## config.mk

```make
export PLATFORM = sky130hd
export DESIGN_NAME = adc_trig_irq
export DESIGN_NICKNAME = d
export VERILOG_FILES = /design/src/rtl/adc_trig_irq.sv
export SDC_FILE = /design/constraint.sdc
export NUM_CORES = 1
export LEC_CHECK = 0
export BUFFER_PORTS_ARGS = -buffer_cell sky130_fd_sc_hd__buf_2
export CAP_MARGIN = 20
export CORE_MARGIN = 2
export CORE_UTILIZATION = 50
export DETAILED_ROUTE_END_ITERATION = 12
export PLACE_DENSITY = 0.88
export SLEW_MARGIN = 20
export SYNTH_ARGS = -nofsm -noshare
export SYNTH_HDL_FRONTEND = slang
export SYNTH_SLANG_ARGS = --single-unit
```

## constraint.sdc

```tcl
create_clock -name clk -period 1.7 [get_ports clk]
set_input_delay 0.425 -clock clk [delete_from_list [all_inputs] [get_ports clk]]
set_output_delay 0.425 -clock clk [all_outputs]
set_load 0.01 [all_outputs]
```

## src/rtl/adc_trig_irq.sv

```systemverilog
module adc_trig_irq #(
  parameter int NCH = 8
) (
  input  logic                     clk,
  input  logic                     rst_n,
  input  logic                     ctl_wr,
  input  logic                     ctl_burst_in,
  input  logic [2:0]               ctl_mode_in,
  input  logic                     ctl_edge_inv_in,
  input  logic                     ien_wr,
  input  logic [NCH-1:0]           ien_in,
  input  logic [3:0]               tmr_match,
  input  logic [1:0]               cap_pin,
  input  logic                     conv_done,
  input  logic [$clog2(NCH)-1:0]   conv_ch,
  input  logic                     res_rd,
  input  logic [$clog2(NCH)-1:0]   res_ch,
  output logic                     conv_start,
  output logic [NCH-1:0]           done_flags,
  output logic                     irq
);
  localparam int CHW  = $clog2(NCH);
  localparam int NSRC = 6;

  logic            burst_q, inv_q, hist_q, armed_q;
  logic [2:0]      mode_q;
  logic [NCH-1:0]  ien_q;
  logic [NSRC-1:0] sync1_q, sync2_q;
  logic [2:0]      src_idx;
  logic            hw_mode, trig_sel, trig_adj, hw_edge, imm_req;

  assign hw_mode  = mode_q >= 3'd2;
  assign src_idx  = mode_q - 3'd2;
  assign trig_sel = hw_mode ? sync2_q[src_idx] : 1'b0;
  assign trig_adj = trig_sel ^ inv_q;
  assign hw_edge  = armed_q && hw_mode && !burst_q && trig_adj && !hist_q;
  assign imm_req  = ctl_wr && !ctl_burst_in && ctl_mode_in == 3'd1;

  always_ff @(posedge clk) begin
    if (!rst_n) begin
      burst_q    <= 1'b0;
      mode_q     <= '0;
      inv_q      <= 1'b0;
      ien_q      <= '0;
      sync1_q    <= '0;
      sync2_q    <= '0;
      hist_q     <= 1'b0;
      armed_q    <= 1'b0;
      conv_start <= 1'b0;
    end else begin
      if (ctl_wr) begin
        burst_q <= ctl_burst_in;
        mode_q  <= ctl_mode_in;
        inv_q   <= ctl_edge_inv_in;
      end
      if (ien_wr) ien_q <= ien_in;
      sync1_q    <= {cap_pin, tmr_match};
      sync2_q    <= sync1_q;
      hist_q     <= trig_adj;
      armed_q    <= !ctl_wr;
      conv_start <= imm_req || hw_edge;
    end
  end

  for (genvar c = 0; c < NCH; c++) begin : g_flag
    wire set_c = conv_done && conv_ch == CHW'(c);
    wire clr_c = res_rd && res_ch == CHW'(c);
    always_ff @(posedge clk) begin
      if (!rst_n)     done_flags[c] <= 1'b0;
      else if (set_c) done_flags[c] <= 1'b1;
      else if (clr_c) done_flags[c] <= 1'b0;
    end
  end

  assign irq = |(done_flags & ien_q);
endmodule


```

# Yosys cells after proc, flatten, opt, wreduce, memory -nomap -nowiden
# Index checks and enable logic that the tools add are counted.
# totals
elab_cells	94
register_bits	36
in_bits	31
output_inout_bits	10
# op_classes
mux	19
add_sub_neg	1
n_bitwise	2
n_reduce_logical	38
n_lt_le_gt_ge	2
n_eq_ne	15
# ops
op	n
$eq A3 B3 Y1 const B	8
$logic_and A1 B1 Y1	22
$mux W1	18
$reduce_bool A2 Y1	8
$eq A3 B2 Y1 const B	4
$eq A3 B1 Y1 const B	3
$and A8 B8 Y8	1
$reduce_or A8 Y1	1
$logic_not A3 Y1	2
$logic_not A1 Y1	4
$lt A3 B4 Y1 const B	1
$bmux W1 S3	1
$ge A3 B2 Y1 const B	1
$sub A3 B2 Y3 const B	1
$logic_or A1 B1 Y1	1
$xor A1 B1 Y1	1

# Depth between registers and ports, before layout
# Gate-level depths: netlist (run 1).
# logic_depth
depth_word	8
ltp_mapped	6
ltp_nobuf	6

# Worst setup path after synthesis (run 1)
# OpenSTA, ideal clock, no wires.
# synth_path
path_type	register to register
from	register mode_q[0]
to	register conv_start
setup_ps	122
path_slack_ps	234
synth_period_minus_slack_ps	1466
t_required_ps	1578
n_path_buf	0
t_arrival_ps	1344
stages_incl_launch_ff	5
cell_sequence	dfxtp_1 > mux4_2 > a22oi_2 > a2111oi_1 > a221o_1
# synth_via
elab_chain_cells	8
word_cells_on_any_way	11
classes_between	1 x add/sub; 1 x order compare; 3 x mux; 1 x bitwise; 5 x reduce/logical
# synth_rtl
item	line_no	rtl
start, declared	26	logic [2:0] mode_q;
start signal, assigned	53	mode_q <= ctl_mode_in;
$sub A3 B2 Y3	33	assign src_idx = mode_q - 3'd2;
$bmux W1 S3	34	assign trig_sel = hw_mode ? sync2_q[src_idx] : 1'b0;
$mux W1 (implied by the code)	34	
$mux W1	34	
$xor A1 B1 Y1	35	assign trig_adj = trig_sel ^ inv_q;
$logic_and A1 B1 Y1 * (2 in series)	36	assign hw_edge = armed_q && hw_mode && !burst_q && trig_adj && !hist_q;
$logic_or A1 B1 Y1 *	61	conv_start <= imm_req || hw_edge;
end signal, assigned	61	
end, declared	18	output logic conv_start,
# Every way passes the cells marked *; elsewhere a longest branch is shown, timed or not. The select of a mux whose other input is x is not followed.
# A chain may end at the register's enable or synchronous reset.

# Worst setup path in the final report (run 1)
# layout_path
from	register done_flags[4]
to	output port irq
# layout_via
elab_chain_cells	2
# layout_rtl
item	line_no	rtl
start, declared	19	output logic [NCH-1:0] done_flags,
start signal, assigned by index	69	if (!rst_n) done_flags[c] <= 1'b0;
start signal, assigned by index	70	else if (set_c) done_flags[c] <= 1'b1;
start signal, assigned by index	71	else if (clr_c) done_flags[c] <= 1'b0;
$and A8 B8 Y8	75	assign irq = |(done_flags & ien_q);
$reduce_or A8 Y1	75	
end, declared	20	output logic irq
# Every way passes these cells.

==> impl_metrics.env, run 1 <==
export IMPL_initial_core_util_pct=52.4
export IMPL_ys_flop_type="dfxtp_1"
export IMPL_cp_max_fo=3
export IMPL_wl_met3_um=146
export IMPL_post_cts_setup_buffers=0
export IMPL_grt_setup_unrepaired="false"
export IMPL_post_cts_resized=0
export IMPL_ant_nets=0
export IMPL_synth_most_common_cell="dfxtp_1"
export IMPL_core_area_um2=2730
export IMPL_die_w_um=57.6
export IMPL_cts_root_buf="clkbuf_4"
export IMPL_htree_levels=2
export IMPL_synth_nets=171
export IMPL_place_congestion=0.817
export IMPL_period_share_pct=91.3
export IMPL_final_net_count=213
export IMPL_clk_latency_ns=0.33
export IMPL_crit_family="flip-flops"
export IMPL_cts_buffers=5
export IMPL_hpwl_mm=2.06
export IMPL_die_area_um2=3310
export IMPL_grt_max_degree=28
export IMPL_wl_met2_mm=1.29
export IMPL_setup_violations=0
export IMPL_cts_sinks=36
export IMPL_synth_area_um2=1430
export IMPL_cp_cell_sequence="a22oi_1 > nand4_1 > buf_2"
export IMPL_avgSynthCellArea_um2=10.4
export IMPL_rr_endpoint="conv_start"
export IMPL_worst_setup_path_start_kind="flip-flop"
export IMPL_antenna_diode_count=0
export IMPL_cts_hold_fix_buffers=0
export IMPL_layout_drive_gt1_share_pct=30.9
export IMPL_status="completed"
export IMPL_reg2regPathDepth=4
export IMPL_cpMaxStageDelayCell="dfxtp_1"
export IMPL_vias=1112
export IMPL_tns_ns=0
export IMPL_wl_per_cell_um=12.6
export IMPL_ys_ff_latch=36
export IMPL_synthTopCellsByArea="dfxtp_1, mux2i_1, nor2b_1"
export IMPL_worstPathArrival_ns=1.13
export IMPL_syn_inst=138
export IMPL_setup_worst_path_end="irq"
export IMPL_cp_num_cells=3
export IMPL_viasPerCell=5.25
export IMPL_highest_layer="met4"
export IMPL_max_freq_mhz=644
export IMPL_rr_startpoint="mode_q[0]"
export IMPL_relSlewSlack_pct=78.8
export IMPL_r2r_slack_ns=0.15
export IMPL_period_minus_slack_ns=1.55
export IMPL_synth_edf_count=0
export IMPL_clk_pin_slew_worst_paths_ns=0.11
export IMPL_grt_pass1_vias=1072
export IMPL_yosys_area_top_type="dfxtp_1"
export IMPL_drv_cap=0
export IMPL_drc=0
export IMPL_ir_worst_vdd_uv=898
export IMPL_ys_types=28
export IMPL_io_pins=41
export IMPL_synthTopCellsByCount="dfxtp_1, nor2b_1, mux2i_1, and2_1, a21boi_0"
export IMPL_cellLeakagePower_nw=0.754
export IMPL_cpPeakStageDelay_ns=0.34
export IMPL_ys_seq_area_share_pct=50.3
export IMPL_grt_usage_pct=17.8
export IMPL_yosys_area_top_type_share_pct=50.3
export IMPL_portBuffers=40
export IMPL_drtIter0Drc=16
export IMPL_crit_type="flip-flop to primary output"
export IMPL_yosys_warnings=0
export IMPL_powerDensity_nw_per_um2=955
export IMPL_power_mw=1.66
export IMPL_synthArstFlopShare_pct=0
export IMPL_final_core_util_pct=63.6
export IMPL_placed_area_um2=1660
export IMPL_tightest_slew_ns=0.317
export IMPL_syn2layout_area_growth_pct=21.3
export IMPL_worst_path_buf_inv=1
export IMPL_antenna_found_initial=0
export IMPL_critPathRequiredTime_ns=1.27
export IMPL_finalMaxSlewViolations=0
export IMPL_grt_overflow_total=0
export IMPL_rows=19
export IMPL_cts_buffer_depth=2
export IMPL_grt_pass1_wl_mm=4.40
export IMPL_endpoint_kind="primary output"
export IMPL_die_h_um=57.6
export IMPL_fin_skew_ns=0.00246
export IMPL_hold_viol=0
export IMPL_hp_class="input port to flip-flop"
export IMPL_startpoint="done_flags[4]"
export IMPL_wl_mm=2.66
export IMPL_wl_met1_mm=1.14
export IMPL_finish_instance_area_um2=1740
export IMPL_cts_tree="built"
export IMPL_firstDrtPassIters=4
==> report_power, final <==
part           switching, mW  internal (mW)
clock                  0.283          0.306
sequential            0.0210          0.884
combinational         0.0795         0.0875
total                  0.384           1.28
==> routing by layer <==
metal	GRT usage (%)	vias to the layer above
li1	-	565
met1	19.6	511
met2	29.4	27
met3	6.58	9
met4	10.3	0
met5	0	-
==> placed cells by master, fill, tap and decap left out, drive strengths merged, types with 2 or more instances in the layout <==
| cell | n |
|---|---|
| buf | 41 |
| dfxtp | 36 |
| nor2b | 18 |
| mux2i | 14 |
| and2 | 12 |
| a21boi | 8 |
| nand2 | 6 |
| o21ai | 6 |
| clkbuf | 5 |
| a22oi | 5 |
| nand2b | 5 |
| nand3 | 4 |
| inv | 2 |
| nand4 | 2 |
| o31ai | 2 |
| ha | 2 |
==> state kept, by name (all words and copies together), names as in the netlist <==
signal,flops
inv_q,1
sync2_q,6
armed_q,1
hist_q,1
mode_q,3
done_flags,8
ien_q,8
conv_start,1
sync1_q,6
burst_q,1
==> stage by stage <==
step	instances	worst slack, ns	hold slack, ns
after CTS	212	0.126	0.273
final	212	0.147	0.286
after global routing	212	0.0391	0.268
after global placement	204	0.212	0.416
after floorplan	138	0.234	0.412
after detailed placement	204	0.152	0.419
==> worst min-delay path by stage <==
| stage | from | end | slack (ns) | depth (start not counted) |
|---|---|---|---|---|
| floorplan | sync1_q[0] | sync2_q[0] | 0.41 | 1 |
| global placement | sync1_q[5] | sync2_q[5] | 0.42 | 1 |
| detailed placement | sync1_q[5] | sync2_q[5] | 0.42 | 1 |
| CTS | cap_pin[1] | sync1_q[5] | 0.27 | 2 |
| global route | tmr_match[2] | sync1_q[2] | 0.27 | 2 |
| finish | cap_pin[1] | sync1_q[5] | 0.29 | 2 |
==> cell type report <==
| type | instances | area [um2] |
|---|---|---|
| Clock inverter | 3 | 42.5 |
| Fill cell | 236 | 995 |
| Clock buffer | 5 | 37.5 |
| Timing Repair Buffer | 41 | 208 |
| Inverter | 2 | 7.51 |
| Tap cell | 31 | 38.8 |
| Multi-Input combinational cell | 94 | 683 |
| Sequential cell | 36 | 722 |
==> worst register-to-register path, stage by stage, from the launching register on <==
cell	delay [ns]
dfxtp_1	0.40
mux4_2	0.52
a22oi_2	0.18
a2111oi_1	0.08
a221o_1	0.26
==> logic make-up (layout without fill, tap and decap cells) <==
logic type / count (synthesis) / in the layout / synth area share (%)
buffers and inverters: 8 / 51 / 2.09
flip-flops: 36 / 36 / 50.3
AO/OA/AOI/OAI: 25 / 25 / 12.6
adder cells (fa/ha/maj): 2 / 2 / 1.74
multiplexers: 16 / 16 / 12.1
AND/OR/NAND/NOR: 51 / 51 / 21.2
Power figures use the tool's default switching activity.
==> run 2, diff against run 1 <==
RECOVER_POWER = 100   (was not set)
==> run 2 against run 1 <==
- via count hardly changed
- flip-flop and latch count unchanged
- core utilization shrank 0.64 points
- count of clock-buffer cells in the layout did not move
- worst setup slack gained 0.0050 ns
- combinational power is essentially flat
- power fell by 0.23%
==> impl_metrics.env, run 2 (synthesis results as in run 1) <==
export IMPL_cts_hold_fix_buffers=0
export IMPL_hold_viol=0
export IMPL_initial_core_util_pct=52.4
export IMPL_grt_setup_unrepaired="false"
export IMPL_worst_path_buf_inv=1
export IMPL_final_core_util_pct=63.0
export IMPL_crit_type="flip-flop to primary output"
export IMPL_relSlewSlack_pct=46.0
export IMPL_io_pins=41
export IMPL_final_common_cell="dfxtp_1"
export IMPL_critPathRequiredTime_ns=1.27
export IMPL_clk_pin_slew_worst_paths_ns=0.11
export IMPL_firstDrtPassIters=4
export IMPL_die_h_um=57.6
export IMPL_max_freq_mhz=646
export IMPL_cts_buffers=5
export IMPL_endpoint_kind="primary output"
export IMPL_cts_buffer_depth=2
export IMPL_grt_usage_pct=17.8
export IMPL_rr_startpoint="mode_q[0]"
export IMPL_die_w_um=57.6
export IMPL_finalMaxSlewViolations=0
export IMPL_powerDensity_nw_per_um2=963
export IMPL_antenna_diode_count=0
export IMPL_seq_area_um2=722
export IMPL_wl_mm=2.68
export IMPL_cts_sinks=36
export IMPL_core_area_um2=2730
export IMPL_rows=19
export IMPL_cts_tree="built"
export IMPL_syn2layout_area_growth_pct=20.1
export IMPL_place_inst=204
export IMPL_period_share_pct=91.0
export IMPL_gr_usage_met2_pct=29.4
export IMPL_drtIter0Drc=14
export IMPL_viasPerCell=5.24
export IMPL_crit_family="flip-flops"
export IMPL_wl_per_cell_um=12.6
export IMPL_met1_usage_pct=19.6
export IMPL_grt_pass1_wl_mm=4.40
export IMPL_layout_drive_gt1_share_pct=24.3
export IMPL_status="completed"
export IMPL_vias=1111
export IMPL_placed_area_um2=1660
export IMPL_clk_latency_ns=0.33
export IMPL_final_cell_mix="dfxtp_1, buf_2, nor2b_1"
export IMPL_cp_cell_sequence="a22oi_1 > nand4_1 > clkbuf_1"
export IMPL_hold_worst_slack_ns=0.288
export IMPL_fillers=240
export IMPL_grt_overflow_total=0
export IMPL_hp_class="input port to flip-flop"
export IMPL_hpwl_mm=2.06
export IMPL_worstHoldStart="cap_pin[1]"
export IMPL_grt_pass1_vias=1072
export IMPL_fin_skew_ns=0.00169
export IMPL_cpMaxStageDelayCell="dfxtp_1"
export IMPL_finalNonFillerCells=212
export IMPL_finish_instance_area_um2=1720
export IMPL_reg_top3="done_flags: 8 flops, ien_q: 8 flops"
export IMPL_period_minus_slack_ns=1.55
export IMPL_grt_max_degree=28
export IMPL_cts_root_buf="clkbuf_4"
export IMPL_ant_nets=0
export IMPL_busiest_layer="met2"
export IMPL_place_congestion=0.817
export IMPL_ir_worst_vdd_uv=898
export IMPL_antenna_found_initial=0
export IMPL_startpoint="done_flags[4]"
export IMPL_worstPathArrival_ns=1.12
export IMPL_worst_setup_path_start_kind="flip-flop"
export IMPL_die_area_um2=3310
export IMPL_multi_input_area_um2=683
export IMPL_drc=0
export IMPL_post_cts_setup_buffers=0
export IMPL_final_net_count=213
export IMPL_drv_cap=0
export IMPL_cpPeakStageDelay_ns=0.34
export IMPL_post_cts_resized=0
export IMPL_cp_max_fo=3
export IMPL_cellLeakagePower_nw=0.700
export IMPL_setup_violations=0
export IMPL_portBuffers=40
export IMPL_tns_ns=0
export IMPL_tightest_slew_ns=0.810
export IMPL_grt_use_met3_pct=6.58
export IMPL_htree_levels=2
[run 2: changes by cell type in the layout (fill, tap and decap cells not counted)]
cell / before / now
and2_0: 0 / 6
and2_1: 12 / 6
buf_2: 40 / 29
buf_4: 1 / 0
clkbuf_1: 0 / 12
[run 2: power by group]
part,switching (mW),internal (mW)
clock,0.282,0.306
combinational,0.0800,0.0837
sequential,0.0212,0.884
total,0.383,1.27
[run 2: routing by layer]
metal  part of all wire (%)  vias to the layer above  routed length (um)
li1                       -                      565                   -
met2                     48                       29                1280
met4                    3.3                        0                  88
met1                     43                      508                1160
met5                      0                        -                   0
met3                    5.6                        9                 150
[run 2: area by class of cell]
| type | count | share of cell area (%) |
|---|---|---|
| clock buffers | 5 | 2.18 |
| clock inverters | 3 | 2.47 |
| inverters | 2 | 0.436 |
| multi-input cells | 94 | 39.7 |
| flip-flops and latches | 36 | 41.9 |
| well taps | 31 | 2.25 |
| repair buffers | 41 | 11.0 |
[run 2: path summary, 6_finish.rpt]
| check | end | cells past startpoint | slack (ns) |
|---|---|---|---|
| hold reg to reg | sync2_q[5] | 1 | 0.44 |
| setup / recovery | irq | 3 | 0.15 |
| setup reg to reg | conv_start | 4 | 0.15 |
| hold / removal | sync1_q[5] | 2 | 0.29 |
[run 2: per-stage QoR]
stage | setup WS (ns) | total power, mW
2_1_floorplan | 0.234 | 1.02
3_3_place_gp | 0.212 | 1.08
3_5_place_dp | 0.152 | 1.09
4_1_cts | 0.126 | 1.67
5_1_grt | 0.0391 | 1.73
6_report | 0.152 | 1.66
